$ cat src/rtl/mon_tx_pkg.sv
`timescale 1ns/1ps
package mon_tx_pkg;
   typedef enum logic [1:0] {
      ST_IDLE = 2'd0,
      ST_SEND = 2'd1,
      ST_GAP  = 2'd2,
      ST_END  = 2'd3
   } mtx_state_t;

   localparam int unsigned RA_DATA = 0;
   localparam int unsigned RA_CTRL = 1;
   localparam int unsigned RA_STAT = 2;
   localparam int unsigned STAT_BUSY_BIT = 0;
   localparam int unsigned STAT_PEND_BIT = 1;
endpackage

$ cat src/rtl/mon_tx_regs.sv
`timescale 1ns/1ps
module mon_tx_regs
   import mon_tx_pkg::*;
#(
   parameter int unsigned DATA_W = 8,
   parameter int unsigned ADDR_W = 2
) (
   input  logic              clk,
   input  logic              rst_n,
   input  logic              wr,
   input  logic              rd,
   input  logic [ADDR_W-1:0] addr,
   input  logic [DATA_W-1:0] wdata,
   output logic [DATA_W-1:0] rdata,
   input  logic              take,
   input  logic              ack,
   input  logic              busy,
   output logic [DATA_W-1:0] data_q,
   output logic              data_new,
   output logic              en_q,
   output logic              irq
);
   localparam logic [ADDR_W-1:0] A_DATA = ADDR_W'(RA_DATA);
   localparam logic [ADDR_W-1:0] A_CTRL = ADDR_W'(RA_CTRL);
   localparam logic [ADDR_W-1:0] A_STAT = ADDR_W'(RA_STAT);

   logic wr_data, wr_ctrl, rd_stat;
   assign wr_data = wr && (addr == A_DATA);
   assign wr_ctrl = wr && (addr == A_CTRL);
   assign rd_stat = rd && (addr == A_STAT);

   always_ff @(posedge clk or negedge rst_n) begin
      if (!rst_n) begin
         data_q   <= '0;
         data_new <= 1'b0;
         en_q     <= 1'b0;
         irq      <= 1'b0;
      end else begin
         if (wr_data) data_q <= wdata;
         if (wr_data)   data_new <= 1'b1;
         else if (take) data_new <= 1'b0;
         if (wr_ctrl) en_q <= wdata[0];
         if (ack)          irq <= 1'b1;
         else if (rd_stat) irq <= 1'b0;
      end
   end

   always_comb begin
      rdata = '0;
      if (rd) begin
         unique case (addr)
            A_DATA: rdata = data_q;
            A_CTRL: rdata[0] = en_q;
            A_STAT: begin
               rdata[STAT_BUSY_BIT] = busy;
               rdata[STAT_PEND_BIT] = irq;
            end
            default: rdata = '0;
         endcase
      end
   end
endmodule

$ cat src/rtl/mon_tx_fsm.sv
`timescale 1ns/1ps
module mon_tx_fsm
   import mon_tx_pkg::*;
#(
   parameter int unsigned GAP_FRAMES = 1
) (
   input  logic       clk,
   input  logic       rst_n,
   input  logic       frame_stb,
   input  logic       rx_mr,
   input  logic       en,
   input  logic       data_new,
   output mtx_state_t state,
   output logic       take,
   output logic       ack
);
   localparam int unsigned CNT_W = (GAP_FRAMES > 1) ? $clog2(GAP_FRAMES) : 1;

   mtx_state_t state_q, state_d;
   logic       gap_done;

   generate
      if (GAP_FRAMES < 1) begin : g_bad_gap
         $error("GAP_FRAMES must be at least 1");
      end
      if (GAP_FRAMES == 1) begin : g_gap_single
         assign gap_done = 1'b1;
      end else begin : g_gap_count
         logic [CNT_W-1:0] gap_cnt;
         always_ff @(posedge clk or negedge rst_n) begin
            if (!rst_n)                  gap_cnt <= '0;
            else if (state_q != ST_GAP)  gap_cnt <= '0;
            else if (frame_stb && !gap_done) gap_cnt <= gap_cnt + 1'b1;
         end
         assign gap_done = (gap_cnt == CNT_W'(GAP_FRAMES - 1));
      end
   endgenerate

   always_comb begin
      state_d = state_q;
      take    = 1'b0;
      ack     = 1'b0;
      if (frame_stb) begin
         unique case (state_q)
            ST_IDLE: if (en && data_new) begin
               state_d = ST_SEND;
               take    = 1'b1;
            end
            ST_SEND: if (!rx_mr) begin
               state_d = ST_GAP;
               ack     = 1'b1;
            end
            ST_GAP: if (gap_done) begin
               if (!en) state_d = ST_END;
               else if (data_new && rx_mr) begin
                  state_d = ST_SEND;
                  take    = 1'b1;
               end
            end
            ST_END: if (rx_mr) state_d = ST_IDLE;
            default: state_d = ST_IDLE;
         endcase
      end
   end

   always_ff @(posedge clk or negedge rst_n) begin
      if (!rst_n) state_q <= ST_IDLE;
      else        state_q <= state_d;
   end

   assign state = state_q;
endmodule

$ cat src/rtl/mon_tx_slot.sv
`timescale 1ns/1ps
module mon_tx_slot
   import mon_tx_pkg::*;
#(
   parameter int unsigned          DATA_W   = 8,
   parameter logic [DATA_W-1:0]    IDLE_VAL = '1
) (
   input  logic              clk,
   input  logic              rst_n,
   input  logic              load,
   input  logic [DATA_W-1:0] load_byte,
   input  mtx_state_t        state,
   output logic [DATA_W-1:0] tx_byte,
   output logic              tx_mx
);
   logic [DATA_W-1:0] hold_q;

   always_ff @(posedge clk or negedge rst_n) begin
      if (!rst_n)    hold_q <= IDLE_VAL;
      else if (load) hold_q <= load_byte;
   end

   always_comb begin
      tx_mx   = (state != ST_SEND);
      tx_byte = ((state == ST_SEND) || (state == ST_GAP)) ? hold_q : IDLE_VAL;
   end
endmodule

$ cat src/rtl/mon_tx_ctrl.sv
`timescale 1ns/1ps
module mon_tx_ctrl
   import mon_tx_pkg::*;
#(
   parameter int unsigned       DATA_W     = 8,
   parameter int unsigned       ADDR_W     = 2,
   parameter int unsigned       GAP_FRAMES = 1,
   parameter logic [DATA_W-1:0] IDLE_VAL   = '1
) (
   input  logic              clk,
   input  logic              rst_n,
   input  logic              frame_stb,
   input  logic              rx_mr,
   output logic [DATA_W-1:0] tx_byte,
   output logic              tx_mx,
   input  logic              reg_wr,
   input  logic              reg_rd,
   input  logic [ADDR_W-1:0] reg_addr,
   input  logic [DATA_W-1:0] reg_wdata,
   output logic [DATA_W-1:0] reg_rdata,
   output logic              irq
);
   generate
      if (ADDR_W < 2) begin : g_bad_addr
         $error("ADDR_W must be at least 2");
      end
      if (DATA_W < 2) begin : g_bad_data
         $error("DATA_W must be at least 2");
      end
   endgenerate

   mtx_state_t        state_w;
   logic              take_w, ack_w, active_w, en_w, new_w;
   logic [DATA_W-1:0] data_w;

   assign active_w = (state_w != ST_IDLE);

   mon_tx_regs #(.DATA_W(DATA_W), .ADDR_W(ADDR_W)) u_regs (
      .clk(clk), .rst_n(rst_n), .wr(reg_wr), .rd(reg_rd), .addr(reg_addr),
      .wdata(reg_wdata), .rdata(reg_rdata), .take(take_w), .ack(ack_w),
      .busy(active_w), .data_q(data_w), .data_new(new_w), .en_q(en_w), .irq(irq)
   );

   mon_tx_fsm #(.GAP_FRAMES(GAP_FRAMES)) u_fsm (
      .clk(clk), .rst_n(rst_n), .frame_stb(frame_stb), .rx_mr(rx_mr),
      .en(en_w), .data_new(new_w), .state(state_w), .take(take_w), .ack(ack_w)
   );

   mon_tx_slot #(.DATA_W(DATA_W), .IDLE_VAL(IDLE_VAL)) u_slot (
      .clk(clk), .rst_n(rst_n), .load(take_w), .load_byte(data_w),
      .state(state_w), .tx_byte(tx_byte), .tx_mx(tx_mx)
   );
endmodule

$ cat config.mk
export PLATFORM = sky130hd
export DESIGN_NAME = mon_tx_ctrl
export DESIGN_NICKNAME = d
export VERILOG_FILES = /design/src/rtl/mon_tx_pkg.sv /design/src/rtl/mon_tx_regs.sv /design/src/rtl/mon_tx_fsm.sv /design/src/rtl/mon_tx_slot.sv /design/src/rtl/mon_tx_ctrl.sv
export SDC_FILE = /design/constraint.sdc
export NUM_CORES = 1
export LEC_CHECK = 0
export BUFFER_PORTS_ARGS = -buffer_cell sky130_fd_sc_hd__buf_2
export CORE_ASPECT_RATIO = 1.4
export CORE_UTILIZATION = 49
export CTS_CLUSTER_DIAMETER = 200
export DETAILED_ROUTE_END_ITERATION = 6
export PLACE_DENSITY = 0.88
export SLEW_MARGIN = 20
export SYNTH_ARGS = -nofsm -noshare
export SYNTH_HDL_FRONTEND = slang
export SYNTH_HIERARCHICAL = 1
export SYNTH_SLANG_ARGS = --single-unit
export TNS_END_PERCENT = 1
$ cat constraint.sdc
create_clock -name clk -period 2.15 [get_ports clk]
set_input_delay 0.645 -clock clk [delete_from_list [all_inputs] [get_ports clk]]
set_output_delay 0.645 -clock clk [all_outputs]
set_load 0.01 [all_outputs]
; ---- Yosys cells after proc, flatten, opt, wreduce, memory -nomap -nowiden
; Index checks and enable logic that the tools add are counted.
[word_totals]
reg_bits = 21
input_bits = 16
word_cells = 51
[classes]
n_eq_ne = 10
mux = 23
reduce_logical = 12
[ops]
columns = cell, count
row1 = $mux 8, 2
row2 = $mux 1, 11
row3 = $mux 2, 5
row4 = $pmux 2 s4, 1
row5 = $eq 2x2->1 const B, 3
row6 = $mux 6, 1
row7 = $reduce_bool 2->1, 3
row8 = $logic_and 1x1->1, 5
row9 = $reduce_and 5->1, 1
row10 = $eq 2x1->1 const B, 2
row11 = $logic_not 2->1, 2
row12 = $ne 2x1->1 const B, 2
row13 = $ne 2x2->1 const B, 2
row14 = $pmux 1 s2, 2
row15 = $ne 3x2->1 const B, 1
row16 = $pmux 1 s3, 1
row17 = $logic_or 1x1->1, 1

; ---- Logic depth before layout (Yosys ltp)
; Gate-level depths: netlist of the first run.
[depth]
ltp_word = 7
mapped_depth = 4
depth_no_buf = 4

; ---- Hierarchy
; The synthesis of the first run kept the hierarchy.
[by_module_without_submodules]
columns = mod, n_inst, cells_per_inst, area_per_inst_um2
row1 = mon_tx_regs, 1, 42, 540.5
row2 = mon_tx_slot, 1, 28, 411.6
row3 = mon_tx_fsm, 1, 16, 143.9
row4 = mon_tx_ctrl, 1, 1, 6.3

; ---- Worst setup path after synthesis of the first run
; Ideal clock, no wire load.
[synth_path]
kind = input port to output port
start = input port reg_addr[0]
end = output port reg_rdata[2]
t_arrival_ns = 1.322
required_ns = 1.505
path_slack_ns = 0.183
cell_stages = 3
n_path_buf = 1
path_cell_list = buf_4 nor3b_1 and2_1
[synth_via]
elab_chain_len = 3
[synth_rtl]
columns = item, line
row1 = "start, declared", mon_tx_ctrl.sv:18  ; input logic [ADDR_W-1:0] reg_addr,
row2 = $logic_not 2->1, mon_tx_regs.sv:51  ; unique case (addr)
row3 = $mux 6, mon_tx_regs.sv:51
row4 = $mux 8, mon_tx_regs.sv:50  ; if (rd) begin
row5 = "end, declared", mon_tx_ctrl.sv:20  ; output logic [DATA_W-1:0] reg_rdata,
; No other way between the ends.

; ---- Worst setup path in the final report of the first run
[layout_path]
start = input port reg_addr[0]
end = output port reg_rdata[5]
; The elaborated chain is that of the path after synthesis.

==> out/qor.csv, run 1 <==
metric,value,unit
grt.total_usage,0.181,
critPathCaptureType,primary output,
highest_layer,met4,
netlist_top_cells_count,"dfrtp_1 (13), mux2_2 (9), dfstp_2 (8), mux2_4 (8), or2_2 (8)",
drt_wl_total,1990,microns
ir_drop,0.581,mV
final_nets,146,
startpoint,reg_addr[0],
synth_top_cell_area_share,0.295,
cp.required,1.50,ns
rsz0062_at_grt,yes,
syn2layout_area_growth,23.8,%
hold_buffers,0,
r2r-end,u_slot/hold_q[6]$_DFFE_PN1P_,
wl_met3,47,microns
gr-total-overflow,0,
r2r-start,u_fsm/state[0]$_DFFE_PN0P_,
dp.cells,143,
drtIter0Drc,8,
vias_per_cell,5.04,
critPathMaxFanout,7,
min_period,2.12,ns
ff2ff_path_depth,5,
syn_inst,87,
syn_area,1100,sq um
ios,34,
syn_area_per_cell,12.7,sq um
worstSetupPathType,in -> out,
grt_pass1_wl,3370,microns
die_area,2450,sq um
drv_slew,0,
cap_violations,0,
cp_common_cell,buf_2,
synth_top_cell_by_area,dfrtp_1,
hold_slack,0.280,ns
portBuffers,33,
post-route-drc-count,0,
placementRows,20,
cts.sinks,21,
gp_congestion,0.808,
ys.warnings.count,6,
p_leak,0.651,nW
clk_latency,0.29,ns
diodes,0,
design_area,1370,sq um
slowest_stage,nor3b_1,
skew,0.000822,ns
place_area,1290,sq um
post_drt_wl_per_cell,13.3,microns
drive_above_1_share,0.641,
numCtsBuffers,3,
grt_pass1_vias,787,
synth_most_common_cell,dfrtp_1,
start_kind,primary input,
wl_met1,809,microns
synth_top_cells_by_area,"dfrtp_1 (30%), dfstp_2 (19%), mux2_4 (11%), mux2_2 (9.2%), or2_2 (4.5%)",
synth_cell_types,29,
crit_path_max_incr_delay,0.25,ns
worst_slack,0.0300,ns
synth_seq_cells,21,
core-area,2150,sq um
slew_headroom,0.705,
drt_first_pass_iters,4,
arrival,1.48,ns
p_per_area,1270,nW/um^2
wl_met2,1100,microns
vias,756,
htree_levels,1,
synthArstFlopShare,1.00,
synth_flop_cell,dfrtp_1,
grt_max_degree,22,
initial_utilization,0.512,
path_cells,buf_2 > nor3b_1 > buf_4 > and2_1 > buf_2,
worst-r2r-setup-slack,0.56,ns
die_w,42.1,microns
post-place-ws,0.0362,ns
finalHoldViolCount,0,
max_freq,0.472,GHz
root_buffer,clkbuf_4,
timing.final.crit_share,0.986,
instances_no_fill,150,
cts_buffer_depth,2,
setup_viol,0,
fillerInstances,170,
outcome,"finished, final reports clean",
synth_edf_count,0,
detail-route-antenna-nets,0,
setup_tns,0,ns
cp-endpoint,reg_rdata[5],
antenna_found_initial,0,
worst_slew_pin_slew,0.443,ns
min_path_type,in -> async,
syn-num-nets,104,
dieHeight,58.1,microns
clk_pin_slew,0.11,ns
cts_tree,built,
place_hpwl,1590,microns
yosysSeqAreaShare,0.486,
==> where the power goes <==
part / internal (mW) / switching (mW)
logic: 0.508 / 0.351
registers: 0.593 / 0.101
clock network: 0.0721 / 0.108
total: 1.17 / 0.560
==> logic make-up after synthesis <==
kind of cell | count (synthesis) | synth area share
fa+ha+maj | 1 | 0.0113
xor+xnor | 1 | 0.00795
mux | 19 | 0.219
flops | 21 | 0.486
compound gates | 9 | 0.0568
simple gates | 29 | 0.178
buf+inv | 7 | 0.0409
==> flip-flops by register name (all words and copies together) (netlist names) <==
| register | count |
|---|---|
| u_regs/data_q | 8 |
| u_slot/hold_q | 8 |
| u_fsm/state | 2 |
| u_regs/data_new | 1 |
| u_regs/en_q | 1 |
| u_regs/irq | 1 |
==> layout make-up <==
type | instances | area (sq um) | share of cell area
flip-flops and latches | 21 | 537 | 0.393
multi-input cells | 59 | 534 | 0.391
clock buffers | 4 | 26.3 | 0.0192
repair buffers | 40 | 225 | 0.165
inverters | 4 | 15.0 | 0.0110
well taps | 22 | 27.5 | 0.0202
==> cell usage in the layout (no fill, tap or decap), drive strengths merged, types with 2 or more instances in the layout <==
cell	Yosys	layout
nand2	3	3
a21o	2	2
mux2	17	17
o21ai	3	3
dfstp	8	8
clkbuf	0	4
inv	4	4
buf	3	40
nand3b	2	2
or2	9	9
nor3b	3	3
nand2b	2	2
and2	7	7
dfrtp	13	13
mux2i	2	2
==> worst max-delay path, delay by kind of cell <==
kind                   cells  cell delay (ns)
and+or+nand+nor            2             0.37
buffers and inverters      3             0.45
==> stage by stage <==
stage           util  total power [mW]
2_1_floorplan      -              1.20
3_3_place_gp   0.602              1.43
3_5_place_dp   0.602              1.48
4_1_cts        0.627              1.73
5_1_grt        0.634              1.86
6_report       0.634              1.73
==> worst min-delay path by stage <==
stage,endpoint,depth (start not counted),slack [ns]
floorplan,u_fsm/state[0]$_DFFE_PN0P_,0,0.35
global placement,u_regs/irq$_DFFE_PN0P_,1,0.49
detailed placement,u_slot/hold_q[2]$_DFFE_PN1P_,1,0.51
CTS,u_fsm/state[1]$_DFFE_PN0P_,1,0.28
global route,u_fsm/state[1]$_DFFE_PN0P_,1,0.30
finish,u_fsm/state[1]$_DFFE_PN0P_,1,0.28
==> per-layer routing <==
layer | track usage | up-vias
li1 | - | 378
met1 | 0.198 | 359
met2 | 0.342 | 15
met3 | 0.0187 | 4
met4 | 0.0938 | 0
met5 | 0 | -
==> what timing repair did <==
action                                 4_1_cts  5_1_grt
resized for setup                            5        0
setup buffers                                1        2
endpoints found under the hold margin        0        0
pin swaps                                    1        0
setup endpoints to repair                    9       14
Power figures use the tool's default switching activity.
==> run 2, diff against run 1 <==
- CTS_BUF_LIST: unset -> sky130_fd_sc_hd__clkbuf_16
==> run 2 against run 1 <==
Sequential power grew 1%; largest cell class is now multi-input combinational cells; clock skew hardly changed; worst hold slack better by 0.052 ns; non-clock buffer count down 2; final cell count down 1.3%; cell area increased by 2.6%; clock power is 110% higher.
==> out/qor.csv, run 2 (synthesis gave the netlist of run 1 again) <==
metric,value,unit,change
finalHoldViolCount,0,,unchanged
worst_slew_pin_slew,0.443,ns,+0.000283 ns
ir_drop,0.685,mV,+18%
cts_buffer_depth,2,,unchanged
gr-total-overflow,0,,unchanged
drv_slew,0,,unchanged
drive_above_1_share,0.643,,+0.00223
grt.total_usage,0.188,,+0.00630
outcome,"finished, final reports clean",,
post-route-drc-count,0,,unchanged
fillerInstances,164,,-3.5%
met3_usage,0.0374,,+0.0187
start_kind,register,,
gp_congestion,0.808,,unchanged
grt_pass1_wl,3420,microns,+1.2%
r2r-start,u_fsm/state[0]$_DFFE_PN0P_,,
p_total,1.89,mW,+9.3%
drt_first_pass_iters,4,,unchanged
ff2ff_path_depth,4,,-1
clk_latency,0.25,ns,-0.04 ns
max_freq,0.476,GHz,+0.99%
cts.sinks,21,,unchanged
use_met2,0.355,,+0.0134
rsz0062_at_grt,no,,
cts_tree,built,,
place_hpwl,1590,microns,unchanged
worst_slack,0.0508,ns,+0.0209 ns
grt_pass1_vias,762,,-3.2%
worstSetupPathType,reg -> out,,
setup_tns,0,ns,unchanged
portBuffers,33,,unchanged
antenna_found_initial,0,,unchanged
vias_per_cell,5.17,,+2.6%
min_path_type,in -> async,,
drt_wl_total,2050,microns,+2.9%
final_cell_mix,"buf_2 (33), dfrtp_1 (12), mux2_2 (9)",,
clk_pin_slew,0.05,ns,-0.06 ns
r2r-end,u_slot/hold_q[6]$_DFFE_PN1P_,,
diodes,0,,unchanged
root_buffer,clkbuf_16,,
skew,0.00106,ns,+0.000236 ns
final_nets,144,,-1.4%
arrival,1.45,ns,-0.03 ns
dieHeight,58.1,microns,unchanged
syn2layout_area_growth,27.0,%,
grt_max_degree,22,,unchanged
timing.final.crit_share,0.976,,-0.00971
cp.required,1.50,ns,about the same
numCtsBuffers,3,,unchanged
slew_headroom,0.704,,about the same
cap_violations,0,,unchanged
detail-route-antenna-nets,0,,unchanged
critPathCaptureType,primary output,,
placementRows,20,,unchanged
setup_viol,0,,unchanged
core-area,2150,sq um,unchanged
initial_utilization,0.512,,unchanged
vias,765,,+1.2%
grt_use_met1,0.199,,+0.00123
ios,34,,unchanged
post-place-ws,0.0362,ns,unchanged
place_area,1290,sq um,unchanged
worst-r2r-setup-slack,0.70,ns,+0.14 ns
htree_levels,1,,unchanged
grt.busiest_layer,met2,,
p_leak,0.668,nW,+2.6%
critPathMaxFanout,8,,+1
post_drt_wl_per_cell,13.9,microns,+4.3%
min_period,2.10,ns,-0.0209 ns
die_area,2450,sq um,unchanged
design_area,1400,sq um,+2.6%
final_common_cell,buf_2,,
p_per_area,1350,nW/um^2,+6.6%
drtIter0Drc,9,,+1
die_w,42.1,microns,unchanged
==> run 2: worst max path at each step <==
stage,from,to,slack (ns),cells past startpoint
final,u_fsm/state[0]$_DFFE_PN0P_,tx_byte[7],0.05,4
after global routing,u_fsm/state[1]$_DFFE_PN0P_,tx_byte[1],0.003,4
after CTS,u_fsm/state[0]$_DFFE_PN0P_,reg_rdata[0],0.03,6
after detailed placement,reg_addr[0],reg_rdata[2],0.04,5
after global placement,reg_addr[0],reg_rdata[3],0.05,5
after floorplan,reg_addr[0],reg_rdata[2],0.18,3
==> run 2: repair_timing <==
item | in CTS | in global routing
hold buffers | 0 | 0
gates resized for setup | 4 | 0
endpoints found under the setup margin | 9 | 1
setup buffers | 0 | 1
==> run 2: through the flow <==
| stage | hold WS, ns | util | instances |
|---|---|---|---|
| global route | 0.363 | 0.651 | 148 |
| floorplan | 0.349 | - | 87 |
| finish | 0.332 | 0.651 | 148 |
| CTS | 0.347 | 0.647 | 147 |
| global placement | 0.488 | 0.602 | 143 |
| detailed placement | 0.508 | 0.602 | 143 |
==> run 2: critical path, cell delays in order (launching register included) <==
cell	delay, ns
dfrtp_1	0.38
buf_4	0.14
ha_4	0.25
or2_2	0.28
buf_2	0.14
==> run 2: report_power, final <==
part | total (mW) | leakage, nW | internal, mW | switching [mW]
clock network | 0.377 | 0.0423 | 0.247 | 0.130
logic | 0.816 | 0.390 | 0.475 | 0.341
registers | 0.701 | 0.236 | 0.595 | 0.106
total | 1.89 | 0.668 | 1.32 | 0.576
==> run 2: layout make-up <==
type                    count  area (sq um)  area share
clock buffers               3          75.1      0.0536
flip-flops and latches     21           537       0.383
multi-input cells          59           539       0.385
inverters                   4          15.0      0.0107
well taps                  22          27.5      0.0197
clock inverters             1          3.75     0.00268
repair buffers             38           203       0.145
==> run 2: routing by layer <==
metal | share of wire | vias to the layer above
li1 | - | 371
met1 | 0.39 | 374
met2 | 0.56 | 16
met3 | 0.031 | 4
met4 | 0.016 | 0
met5 | 0 | -
==> run 3, diff against run 2 <==
- ABC_AREA: unset -> 1
- CORE_UTILIZATION: 49 -> 50
- PLACE_DENSITY: 0.88 -> 0.89
==> run 3 against run 2 <==
Largest cell class is now flip-flops and latches; global-route usage is 0.65 points higher; core utilization rose by 0.17 points; critical endpoint is now reg_rdata[5]; synthesized cell count rose by 68%; fmax up 2.3%; routed wire length increased by 6.3%.
==> out/qor.csv, run 3 <==
metric,value,unit,change
ir_drop,0.763,mV,+11%
clk_latency,0.25,ns,about the same
switching_share,0.359,,+0.0545
p_int,1.16,mW,-12%
syn-num-nets,163,,+57%
design_area,1400,sq um,+0.27%
dp.cells,199,,+39%
yosysSeqAreaShare,0.471,,-0.0150
clk_pin_slew,0.06,ns,about the same
diodes,0,,unchanged
p_leak,0.774,nW,+16%
critPathCaptureType,primary output,,
start_kind,primary input,,
synth_seq_cells,21,,unchanged
rsz0062_at_grt,no,,
crit_path_max_incr_delay,0.17,ns,-0.21 ns
final_cell_mix,"nand2_1 (49), buf_2 (33), inv_1 (19)",,
p_comb_frac,0.402,,-0.029
detail-route-antenna-nets,0,,unchanged
crit_buf_inv,2,,unchanged
timing.final.crit_share,0.954,,-0.0221
die_w,42.3,microns,+0.53%
cp.required,1.50,ns,about the same
drv_slew,0,,unchanged
arrival,1.41,ns,-0.04 ns
cap_violations,0,,unchanged
drt_wl_total,2180,microns,+6.3%
min_path_type,in -> async,,
root_buffer,clkbuf_16,,
die_area,2470,sq um,+1.1%
syn2layout_area_growth,23.4,%,
final_common_cell,nand2_1,,
syn_area,1140,sq um,+3.2%
synth_top_cells_by_area,"dfrtp_1 (29%), dfstp_2 (18%), nand2_1 (16%), inv_1 (6.3%), nor2_1 (5.3%)",,
cts.sinks,21,,unchanged
post-route-drc-count,0,,unchanged
ys.warnings.count,6,,unchanged
r2r-end,u_regs/data_new$_DFFE_PN0P_,,
outcome,"finished, final reports clean",,
power_switching,650,uW,+13%
instances_no_fill,203,,+37%
finalHoldViolCount,0,,unchanged
synth_flop_cell,dfrtp_1,,
post_cts.repair.setup_buffers,0,,unchanged
drive_above_1_share,0.331,,-0.311
path_cells,buf_2 > nor2_4 > nand2_1 > nor2_1 > buf_2,,
drt_first_pass_iters,4,,unchanged
netlist_top_cells_count,"nand2_1 (49), inv_1 (19), nor2_1 (16), dfrtp_1 (13), nand3_1 (9)",,
drtIter0Drc,56,,+47
grt_pass1_vias,960,,+26%
worstSetupPathType,in -> out,,
cts_buffer_depth,2,,unchanged
place_hpwl,1630,microns,+2.4%
worst_slew_pin_slew,0.840,ns,+0.396 ns
worst-r2r-setup-slack,0.43,ns,-0.27 ns
p_total,1.81,mW,-4.4%
dieHeight,58.4,microns,+0.53%
placementRows,20,,unchanged
setup_viol,0,,unchanged
portBuffers,33,,unchanged
ios,34,,unchanged
synth_edf_count,0,,unchanged
antenna_found_initial,0,,unchanged
syn_inst,146,,+68%
slowest_stage,nor2_4,,
min_period,2.05,ns,-0.0475 ns
max_freq,0.487,GHz,+2.3%
numCtsBuffers,3,,unchanged
clock_power_share,0.215,,+0.016
critPathMaxFanout,6,,-2
synth_most_common_cell,nand2_1,,
post_drt_wl_per_cell,10.7,microns,-22%
synth_cell_types,22,,-24%
p_seq_frac,0.383,,+0.013
initial_utilization,0.528,,+0.0163
grt_max_degree,22,,unchanged
ff2ff_path_depth,4,,unchanged
p_per_area,1290,nW/um^2,-4.7%
htree_levels,1,,unchanged
vias,1012,,+32%
vias_per_cell,4.99,,-3.6%
critPathTopFamily,simple AND/OR/NAND/NOR gates,,
gp_congestion,0.832,,+3.0%
setup_tns,0,ns,unchanged
core-area,2150,sq um,unchanged
synthArstFlopShare,1.00,,unchanged
syn_area_per_cell,7.79,sq um,-39%
final_nets,199,,+38%
cts_tree,built,,
place_area,1310,sq um,+0.97%
grt_pass1_wl,3770,microns,+10%
gr-total-overflow,0,,unchanged
slew_headroom,0.438,,-0.266
grt.total_usage,0.194,,+0.00649
synth_top_cell_by_area,dfrtp_1,,
cp_common_cell,buf_2,,
synth_top_cell_area_share,0.286,,-0.00909
skew,0.00255,ns,+0.00149 ns
hold_slack,0.337,ns,+0.00552 ns
r2r-start,u_fsm/state[0]$_DFFE_PN0P_,,
==> run 3: changes by cell type in the layout (fill, tap and decap cells not counted), sizes merged, moves of 5 or more <==
cell | before | now
nor2 | 1 | 18
inv | 5 | 22
nand2 | 3 | 50
buf | 38 | 33
mux2 | 17 | 0
nand3 | 0 | 9
a21oi | 1 | 7
and2 | 7 | 0
==> run 3: stage by stage <==
step | worst slack [ns] | utilization
2_1_floorplan | 0.399 | -
3_3_place_gp | 0.149 | 0.608
3_5_place_dp | 0.107 | 0.608
4_1_cts | 0.105 | 0.652
5_1_grt | 0.0217 | 0.652
6_report | 0.0984 | 0.652
==> run 3: cell type report <==
class                   count  area (sq um)
clock buffers               3          75.1
clock inverters             1          7.51
fillers                   173           748
inverters                  22          90.1
multi-input cells         101           502
flip-flops and latches     21           537
well taps                  22          27.5
repair buffers             33           165
==> run 3: power groups by stage <==
stage	clock network [mW]	logic (mW)	registers, mW
2_1_floorplan	0	0.475	0.669
3_3_place_gp	0	0.675	0.682
3_5_place_dp	0	0.705	0.692
4_1_cts	0.400	0.733	0.693
5_1_grt	0.419	0.825	0.717
6_report	0.389	0.728	0.694
==> run 3: timing repair <==
action | CTS | global route
endpoints found under the setup margin | 8 | 0
resized for setup | 2 | 0
hold buffers | 0 | 0
==> run 3: cells by family after synthesis <==
kind of cell    share of synthesized area
buf+inv                            0.0990
simple gates                        0.333
fa+ha+maj                          0.0110
compound gates                     0.0858
flops                               0.471
==> run 3: worst max path at each step <==
stage / from / to / slack (ns) / cells past startpoint
floorplan: reg_addr[1] / reg_rdata[2] / 0.40 / 3
global placement: reg_addr[1] / reg_rdata[5] / 0.15 / 5
detailed placement: reg_addr[1] / reg_rdata[5] / 0.11 / 5
CTS: reg_addr[1] / reg_rdata[5] / 0.10 / 5
global route: reg_addr[1] / reg_rdata[5] / 0.02 / 5
finish: reg_addr[1] / reg_rdata[5] / 0.1 / 5
==> run 3: routing by layer <==
layer | wire length (microns) | vias up | global-route usage
li1 | - | 519 | -
met1 | 962 | 455 | 0.230
met2 | 1120 | 36 | 0.354
met3 | 78 | 2 | 0.0276
met4 | 16 | 0 | 0.0714
met5 | 0 | - | 0
